`config.mk`:
```
export PLATFORM = sky130hd
export DESIGN_NAME = pwrcal_seq
export DESIGN_NICKNAME = d
export VERILOG_FILES = /design/src/rtl/pcs_pkg.sv /design/src/rtl/pcs_rise.sv /design/src/rtl/pcs_cal_timer.sv /design/src/rtl/pcs_lat_timer.sv /design/src/rtl/pwrcal_seq.sv
export SDC_FILE = /design/constraint.sdc
export NUM_CORES = 1
export LEC_CHECK = 0
export ABC_AREA = 1
export BUFFER_PORTS_ARGS = -buffer_cell sky130_fd_sc_hd__buf_2
export CORE_MARGIN = 2
export CORE_UTILIZATION = 50
export CTS_CLUSTER_DIAMETER = 120
export DETAILED_ROUTE_END_ITERATION = 8
export GPL_TIMING_DRIVEN = 0
export PLACE_DENSITY = 0.8
export SETUP_SLACK_MARGIN = 0.2
export SLEW_MARGIN = 30
export SYNTH_ARGS = -nofsm -noshare
export SYNTH_HDL_FRONTEND = slang
export SYNTH_SLANG_ARGS = --single-unit
```
`constraint.sdc`:
```
create_clock -name clk -period 1.4 [get_ports clk]
set_input_delay 0.28 -clock clk [delete_from_list [all_inputs] [get_ports clk]]
set_output_delay 0.28 -clock clk [all_outputs]
set_load 0.05 [all_outputs]
```
`src/rtl/pcs_pkg.sv`:
```
`timescale 1ns/1ps
package pcs_pkg;

  typedef enum logic [1:0] {
    S_WAIT   = 2'd0,
    S_CAL    = 2'd1,
    S_ACTIVE = 2'd2,
    S_OFF    = 2'd3
  } pcs_state_t;

  // counter width able to hold values 0..n-1 (at least one bit)
  function automatic int cnt_w(input int n);
    return (n < 2) ? 1 : $clog2(n);
  endfunction

  // load value so that a down counter reaching zero spans n cycles
  function automatic int span_load(input int n);
    return (n < 1) ? 0 : n - 1;
  endfunction

endpackage

```
`src/rtl/pcs_rise.sv`:
```
`timescale 1ns/1ps
module pcs_rise (
  input  logic clk,
  input  logic rst_n,
  input  logic din,
  output logic rise
);
  logic din_q;

  always_ff @(posedge clk) begin
    if (!rst_n) din_q <= 1'b0;
    else        din_q <= din;
  end

  assign rise = din & ~din_q;

  AST_RISE_ONE_CYCLE: assert property (@(posedge clk) disable iff (!rst_n)
    rise |=> !rise);

endmodule

```
`src/rtl/pcs_cal_timer.sv`:
```
`timescale 1ns/1ps
module pcs_cal_timer import pcs_pkg::*; #(
  parameter int CAL_CYCLES = 12
) (
  input  logic clk,
  input  logic rst_n,
  input  logic start,
  input  logic run,
  output logic done
);
  localparam int CW = cnt_w(CAL_CYCLES);
  localparam logic [CW-1:0] LOADV = CW'(span_load(CAL_CYCLES));

  logic [CW-1:0] cnt_q;

  always_ff @(posedge clk) begin
    if (!rst_n)                      cnt_q <= '0;
    else if (start)                  cnt_q <= LOADV;
    else if (run && cnt_q != '0)     cnt_q <= cnt_q - 1'b1;
  end

  assign done = run && (cnt_q == '0);

  AST_CAL_NO_OVERRUN: assert property (@(posedge clk) disable iff (!rst_n)
    start |=> !done || (CAL_CYCLES < 2));

endmodule

```
`src/rtl/pcs_lat_timer.sv`:
```
`timescale 1ns/1ps
module pcs_lat_timer import pcs_pkg::*; #(
  parameter int PIPE_LAT = 4
) (
  input  logic clk,
  input  logic rst_n,
  input  logic load,
  output logic busy
);
  localparam int LW = cnt_w(PIPE_LAT + 1);

  logic [LW-1:0] cnt_q;

  always_ff @(posedge clk) begin
    if (!rst_n)             cnt_q <= '0;
    else if (load)          cnt_q <= LW'(PIPE_LAT);
    else if (cnt_q != '0)   cnt_q <= cnt_q - 1'b1;
  end

  assign busy = (cnt_q != '0);

  AST_LAT_COUNTS_DOWN: assert property (@(posedge clk) disable iff (!rst_n)
    (busy && !load) |=> (cnt_q == $past(cnt_q) - 1'b1));

endmodule

```
`src/rtl/pwrcal_seq.sv`:
```
`timescale 1ns/1ps
module pwrcal_seq import pcs_pkg::*; #(
  parameter int CAL_CYCLES = 12,
  parameter int PIPE_LAT   = 4
) (
  input  logic clk,
  input  logic rst_n,
  input  logic pd_req,
  input  logic cal_req,
  output logic cal_busy,
  output logic pwr_off,
  output logic out_en,
  output logic data_ok
);
  localparam int BW = cnt_w(CAL_CYCLES + 1) + 1;

  pcs_state_t state_q, state_d;
  logic cal_rise;
  logic cal_start;
  logic cal_done;
  logic lat_load;
  logic lat_busy;

  pcs_rise u_rise (
    .clk  (clk),
    .rst_n(rst_n),
    .din  (cal_req),
    .rise (cal_rise)
  );

  // next state: power-down outranks a manual request; calibration never aborts
  always_comb begin
    state_d = state_q;
    unique case (state_q)
      S_WAIT:   state_d = pd_req ? S_WAIT : S_CAL;
      S_CAL:    if (cal_done) state_d = pd_req ? S_OFF : S_ACTIVE;
      S_ACTIVE: if (pd_req) state_d = S_OFF;
                else if (cal_rise) state_d = S_CAL;
      S_OFF:    state_d = pd_req ? S_OFF : S_ACTIVE;
      default:  state_d = S_WAIT;
    endcase
  end

  always_ff @(posedge clk) begin
    if (!rst_n) state_q <= S_WAIT;
    else        state_q <= state_d;
  end

  assign cal_start = (state_d == S_CAL) && (state_q != S_CAL);
  assign lat_load  = (state_q == S_OFF) && (state_d == S_ACTIVE);

  pcs_cal_timer #(.CAL_CYCLES(CAL_CYCLES)) u_cal (
    .clk  (clk),
    .rst_n(rst_n),
    .start(cal_start),
    .run  (state_q == S_CAL),
    .done (cal_done)
  );

  pcs_lat_timer #(.PIPE_LAT(PIPE_LAT)) u_lat (
    .clk  (clk),
    .rst_n(rst_n),
    .load (lat_load),
    .busy (lat_busy)
  );

  assign cal_busy = (state_q == S_CAL);
  assign pwr_off  = (state_q == S_OFF) || (state_q == S_WAIT);
  assign out_en   = (state_q == S_CAL) || (state_q == S_ACTIVE);
  assign data_ok  = (state_q == S_ACTIVE) && !lat_busy;

  // observer: length of the current cal_busy run
  logic [BW-1:0] busy_len;
  always_ff @(posedge clk) begin
    if (!rst_n)        busy_len <= '0;
    else if (cal_busy) busy_len <= busy_len + 1'b1;
    else               busy_len <= '0;
  end

  AST_CAL_EXACT_LEN: assert property (@(posedge clk) disable iff (!rst_n)
    $fell(cal_busy) |-> (busy_len == BW'(CAL_CYCLES)));

  AST_CAL_RUNS_OUT: assert property (@(posedge clk) disable iff (!rst_n)
    (cal_busy && !cal_done) |=> cal_busy);

  AST_OFF_NO_CAL: assert property (@(posedge clk) disable iff (!rst_n)
    (state_q == S_OFF) |=> !cal_busy);

  AST_PD_FIRST: assert property (@(posedge clk) disable iff (!rst_n)
    ((state_q == S_ACTIVE) && pd_req) |=> (pwr_off && !cal_busy));

  AST_STALE_AFTER_WAKE: assert property (@(posedge clk) disable iff (!rst_n)
    ($fell(pwr_off) && (state_q == S_ACTIVE) && (PIPE_LAT > 0)) |-> !data_ok);

  AST_VALID_DRIVEN: assert property (@(posedge clk) disable iff (!rst_n)
    data_ok |-> (out_en && !cal_busy));

endmodule

```
==> results of run 1 <==
final timing paths:
kind | end | slack, ns | depth (start not counted)
setup / recovery | data_ok | -0.13 | 6
hold / removal | u_rise.din_q | 0.20 | 3
setup reg to reg | u_cal.cnt_q[0] | -0.07 | 10
hold reg to reg | u_lat.cnt_q[1] | 0.51 | 2
cells in the mapped netlist:
cell type and n:
nand3_1 1, o21ai_0 1, nor2_1 6, a21oi_1 6
buf_6 1, dfxtp_1 10, mux2_4 1, nand3_2 3
nor2_4 3, nand2_2 6, a21oi_4 1, a21oi_2 1
inv_1 20, ha_1 9, a21o_2 1, nor3_1 1
nand4_1 3, nand2_1 15, xor2_1 3
through the flow:
step,setup TNS [ns],area [um2],cells
after global routing,-1.15,1010,124
after global placement,-0.106,840,114
final,-0.585,1010,124
after detailed placement,-0.170,840,114
after floorplan,0,786,92
after CTS,-0.385,996,124
report_power, final:
group	leakage, nW	internal, mW	total (mW)	switching [mW]
registers	0.0848	0.352	0.396	0.0449
logic	0.359	0.351	0.754	0.404
clock network	0.0210	0.158	0.263	0.105
total	0.464	0.860	1.41	0.553
worst register-to-register path, cell delays in order (launching register included):
cell and delay (ns):
dfxtp_4 0.37, buf_6 0.13, ha_4 0.17, buf_8 0.13
nand3_2 0.06, nand2_1 0.05, inv_1 0.06, nand2_2 0.06
a21oi_4 0.15, nand2_2 0.11, a21oi_2 0.12
cell families (layout without fill, tap and decap cells):
kind of cell / Yosys count / in the layout / share of synthesized area (%)
DFF: 10 / 10 / 27.9
xor gates and xnor gates: 3 / 3 / 3.66
buffers and inverters: 21 / 38 / 12.0
and+or+nand+nor: 38 / 38 / 29.1
adders and majority gates: 9 / 9 / 15.7
muxes: 1 / 1 / 2.09
AOI/OAI and AO/OA: 10 / 10 / 9.58
area by class of cell:
class,instances,area share (%)
plain buffers,1,1.49
flip-flops and latches,10,20.8
inverters,20,8.67
repair buffers,13,11.9
multi-input cells,61,51.7
well taps,15,1.86
clock buffers,4,3.59
metal layers:
layer	vias up	routed length [um]	track usage, %
li1	319	-	-
met1	297	638	22.8
met2	20	825	37.2
met3	5	98	7.83
met4	0	33	4.52
met5	-	0	0
timing repair:
action	CTS	global route
cloned	0	0
pin swaps	6	3
resized for setup	21	5
setup buffers	6	0
endpoints found under the setup margin	13	13
registers in the layout, indices dropped and copies added (netlist names):
signal / count
u_rise.din_q: 1
state_q: 2
u_lat.cnt_q: 3
u_cal.cnt_q: 4
placed cells by master, fill, tap and decap left out:
cell,n
inv_1,13
nand2_1,13
nand2_2,7
nor2_1,6
dfxtp_1,6
a21oi_2,5
ha_4,5
buf_4,5
buf_8,4
inv_2,3
nor2_4,3
nand3_2,3
nand4_1,3
xor2_1,3
ha_1,3
clkbuf_4,3
buf_2,3
inv_4,2
clkinvlp_4,2
a21oi_1,2
buf_6,2
dfxtp_4,2
dfxtp_2,2
nand2_4,1
nor3_1,1
a21oi_4,1
a21o_2,1
nand3_1,1
o21ai_0,1
mux2_4,1
ha_2,1
clkbuf_8,1
==> reports/qor.csv, run 1 <==
stage,metric,value,unit
drt,ant_nets,0,
finish,regArea,210,um2
grt,antenna_found_initial,0,
floorplan,start_util,54.5,%
synthesis,yosys.area.top_type_share,27.9,%
finish,drive_gt1_share,52.3,%
critical_path,path_buf_inv,3,
floorplan,die_w,41.9,um
critical_path,cp.arrival,1.25,ns
drt,drc_errors,0,
timing,fmax,0.653,GHz
clock_tree,cts.htree.levels,1,
floorplan,core-area,1320,um2
finish,fill_cells,95,
clock_tree,clk_pin_slew,0.07,ns
floorplan,ioPinCount,8,
min_path,hp-start,cal_req,
floorplan,die_area,1760,um2
critical_path,crit_top_cell,ha_4,
synthesis,synth-seq-area-share,27.9,%
flow_run,maxCapViolations,0,
synthesis,synth.area.top_cells,"dfxtp_1 (28%), ha_1 (16%), inv_1 (10%)",
critical_path,endpoint_kind,output port,
critical_path,path_class,reg2out,
finish,diodes,0,
critical_path,crit_fanout,2,
synthesis,syn_nets,105,
pwr,power_density,1400,nW/um2
drt,drtIter0Drc,11,
critical_path,crit-reg2reg-launch,state_q[0],
outcome,violations,negative setup slack,
grt,gr-total-overflow,0,
synthesis,yosysWarnings,0,
timing,min_period,1.53,ns
timing,finalClockSkew,0.00658,ns
synthesis,avgSynthCellArea,7.81,um2
grt,grt_pass1_vias,611,
finish,final_net_count,123,
timing,hold_viol,0,
pwr,leakagePower,0.464,nW
clock_tree,cts_buffers,3,
outcome,status,"finished, violations left",
pwr,power,1.41,mW
drt,drt-wirelength-per-cell,12.9,um
drt,dr.pass1.iters,4,
synthesis,ys_ff_latch,10,
placement,pre_cts_ws,-0.0721,ns
floorplan,die_y,41.9,um
placement,gp_congestion,0.724,
grt,grt_use_total,20.7,%
clock_tree,insertion_delay,0.27,ns
critical_path,worst_path_largest_cell_delay,0.33,ns
timing,timing.hold.ws,0.203,ns
critical_path,startpoint_type,flip-flop,
critical_path,crit_family,flip-flops,
finish,multi_input_area,522,um2
grt,grt_max_degree,9,
drt,vias,641,
finish,final_util,76.6,%
timing,slew_violations,0,
clock_tree,cts_max_path_buffers,2,
drt,drt-total-wl,1600,um
floorplan,row_count,13,
pwr,ir_worst_vdd,768,uV
critical_path,crit_chain,inv_2 -> ha_4 -> ha_4 -> nand2_4 -> clkinvlp_4 -> buf_8,
drt,vias_per_cell,5.17,
timing,maxSlewHeadroom,81.1,%
clock_tree,cts.sink_count,10,
timing,rsz0062_at_grt,true,
placement,port_buffers,7,
synthesis,yosysUniqueCellTypes,19,
clock_tree,ctsHoldBuffers,0,
timing,fin_ws,-0.132,ns
min_path,hp-class,in2reg,
synthesis,synthCells,92,
critical_path,required,1.12,ns
synthesis,yosys.area.top_type,dfxtp_1,
clock_tree,cts-root-buf,clkbuf_4,
clock_tree,cts_tree,done,
critical_path,slowest_stage,dfxtp_2,
placement,dpl.hpwl,1050,um
critical_path,cp-startpoint,u_lat.cnt_q[0],
finish,area_growth,40.6,%
grt,grt_pass1_wl,2660,um
timing,fin_crit_sh,109,%
timing,setup_viol,9,
synthesis,syn_area,718,um2
timing,worstMarginPinSlew,0.284,ns
Power figures use the tool's default switching activity.
==> inputs of run 2 (changes only) <==
- CTS_CLUSTER_SIZE: not set -> 40
- PLACE_DENSITY: 0.8 -> 0.71
==> run 2 against run 1 <==
Net effect:
- clock-buffer cell count did not move
- non-clock buffer count rose by 5
- sequential power is essentially flat
- register-to-register slack lost 0.04 ns
- utilization up 9.1 points
- the flow still finishes with violations (negative setup slack)
- power up 8.2%
- wire length grew 14%
- clock power rose by 11%
- critical endpoint is now pwr_off
- design area up 12%
- sequential share of layout area down 2.2 points
- highest routed layer unchanged
- largest power group unchanged
- worst hold slack lost 0.021 ns
- via count grew 4.1%
==> reports/qor.csv, run 2 (synthesis results as in run 1) <==
stage,metric,value,unit,change
outcome,status,"finished, violations left",,unchanged
outcome,violations,negative setup slack,,unchanged
finish,fin_area,1130,um2,was 1010 um2
flow_run,maxCapViolations,0,,unchanged
drt,drt-total-wl,1830,um,was 1600 um
finish,final_cell_mix,"inv_1 (12), nand2_1 (9), nand2_2 (8)",,"was inv_1 (13), nand2_1 (13), nand2_2 (7)"
timing,min_period,1.56,ns,was 1.53 ns
drt,drtIter0Drc,10,,was 11
pwr,leakagePower,0.505,nW,was 0.464 nW
floorplan,die_area,1760,um2,unchanged
drt,dr.pass1.iters,4,,unchanged
drt,drc_errors,0,,unchanged
critical_path,crit_fanout,4,,was 2
finish,final_common_cell,inv_1,,
floorplan,row_count,13,,unchanged
grt,gr-total-overflow,0,,unchanged
clock_tree,cts.htree.levels,1,,unchanged
drt,vias,667,,was 641
critical_path,slowest_stage,dfxtp_4,,was dfxtp_2
finish,area_growth,57.3,%,was 40.6%
grt,grt_use_total,20.0,%,was 20.7%
timing,hold_viol,0,,unchanged
finish,fill_cells,67,,was 95
timing,maxSlewHeadroom,78.8,%,was 81.1%
floorplan,die_w,41.9,um,unchanged
pwr,power,1.53,mW,was 1.41 mW
critical_path,crit_chain,inv_4 -> ha_4 -> clkinvlp_4 -> buf_6,,was inv_2 -> ha_4 -> ha_4 -> nand2_4 -> clkinvlp_4 -> buf_8
critical_path,path_buf_inv,3,,unchanged
placement,place_area,840,um2,unchanged
grt,grt_max_degree,8,,was 9
floorplan,ioPinCount,8,,unchanged
drt,drt-wirelength-per-cell,14.2,um,was 12.9 um
timing,finalClockSkew,0.0122,ns,was 0.00658 ns
finish,regMostFlops,u_cal.cnt_q,,unchanged
finish,largest_register_ffs,4,,unchanged
clock_tree,ctsHoldBuffers,0,,unchanged
pwr,ir_worst_vdd,917,uV,was 768 uV
grt,grt_pass1_wl,2600,um,was 2660 um
clock_tree,clk_pin_slew,0.09,ns,was 0.07 ns
critical_path,endpoint_kind,output port,,unchanged
timing,fmax,0.641,GHz,was 0.653 GHz
critical_path,cp.arrival,1.28,ns,was 1.25 ns
drt,vias_per_cell,5.17,,about the same
timing,fin_ws,-0.161,ns,was -0.132 ns
placement,pre_cts_ws,-0.0683,ns,was -0.0721 ns
timing,worstMarginPinSlew,0.318,ns,was 0.284 ns
finish,reg_top3,"u_cal.cnt_q x4, u_lat.cnt_q x3, state_q x2",,unchanged
critical_path,required,1.12,ns,about the same
floorplan,start_util,54.5,%,unchanged
placement,dpl.hpwl,987,um,was 1050 um
timing,setup_viol,12,,was 9
floorplan,die_y,41.9,um,unchanged
finish,drive_gt1_share,62.3,%,was 52.3%
critical_path,worst_path_largest_cell_delay,0.42,ns,was 0.33 ns
critical_path,crit_family,flip-flops,,unchanged
pwr,power_density,1350,nW/um2,was 1400 nW/um2
timing,fin_crit_sh,111,%,was 109%
timing,fin_tns_setup,-0.946,ns,was -0.585 ns
grt,antenna_found_initial,0,,unchanged
clock_tree,cts_max_path_buffers,2,,unchanged
placement,port_buffers,7,,unchanged
timing,slew_violations,0,,unchanged
timing,rsz0062_at_grt,true,,unchanged
drt,ant_nets,0,,unchanged
critical_path,startpoint_type,flip-flop,,unchanged
critical_path,path_class,reg2out,,unchanged
grt,grt_pass1_vias,650,,was 611
clock_tree,cts_buffers,3,,unchanged
min_path,hp-class,in2reg,,unchanged
clock_tree,insertion_delay,0.29,ns,was 0.27 ns
clock_tree,cts.sink_count,10,,unchanged
finish,diodes,0,,unchanged
timing,timing.hold.ws,0.181,ns,was 0.203 ns
finish,final_net_count,128,,was 123
clock_tree,cts-root-buf,clkbuf_4,,unchanged
floorplan,core-area,1320,um2,unchanged
placement,gp_congestion,0.763,,was 0.724
clock_tree,cts_tree,done,,unchanged
[run 2: what timing repair did]
item	CTS	global route
pin swaps	10	9
endpoints found under the setup margin	13	13
endpoints found under the hold margin	0	0
resized for setup	25	21
buffers inserted	9	2
[run 2: metrics by stage]
stage / util [%] / cells
6_report: 85.8 / 129
4_1_cts: 78.3 / 127
5_1_grt: 85.8 / 129
2_1_floorplan: - / 92
3_3_place_gp: 63.7 / 114
3_5_place_dp: 63.7 / 114
[run 2: layout make-up]
class,count,area [um2],area share [%]
flip-flops and latches,10,210,18.6
repair buffers,18,169,15.0
multi-input cells,61,588,52.0
clock buffers,4,36.3,3.21
plain buffers,1,15.0,1.33
well taps,15,18.8,1.66
inverters,20,92.6,8.19
[run 2: per-layer routing]
metal	routed length, um	track usage, %	vias up
li1	-	-	326
met1	780	18.9	321
met2	932	39.7	12
met3	53	3.91	8
met4	59	9.68	0
met5	0	0	-
[run 2: path summary, 6_finish.rpt]
| check | cells past startpoint | end | slack [ns] | from |
|---|---|---|---|---|
| max | 4 | pwr_off | -0.16 | state_q[1] |
| max reg2reg | 10 | u_cal.cnt_q[3] | -0.11 | state_q[0] |
| min reg2reg | 2 | u_lat.cnt_q[1] | 0.52 | u_lat.cnt_q[1] |
| min | 3 | u_rise.din_q | 0.18 | cal_req |
[run 2: where the power goes]
part	total [mW]	switching (mW)	internal (mW)
Combinational	0.842	0.445	0.396
Clock	0.291	0.132	0.158
Sequential	0.397	0.0456	0.351
[run 2: worst register-to-register path, delay by kind of cell, from the launching register on]
family	cells	cell delay, ns
AND/OR/NAND/NOR	4	0.28
buffers and inverters	3	0.33
AO/OA/AOI/OAI	2	0.30
flip-flops	1	0.38
adder cells (fa/ha/maj)	1	0.15
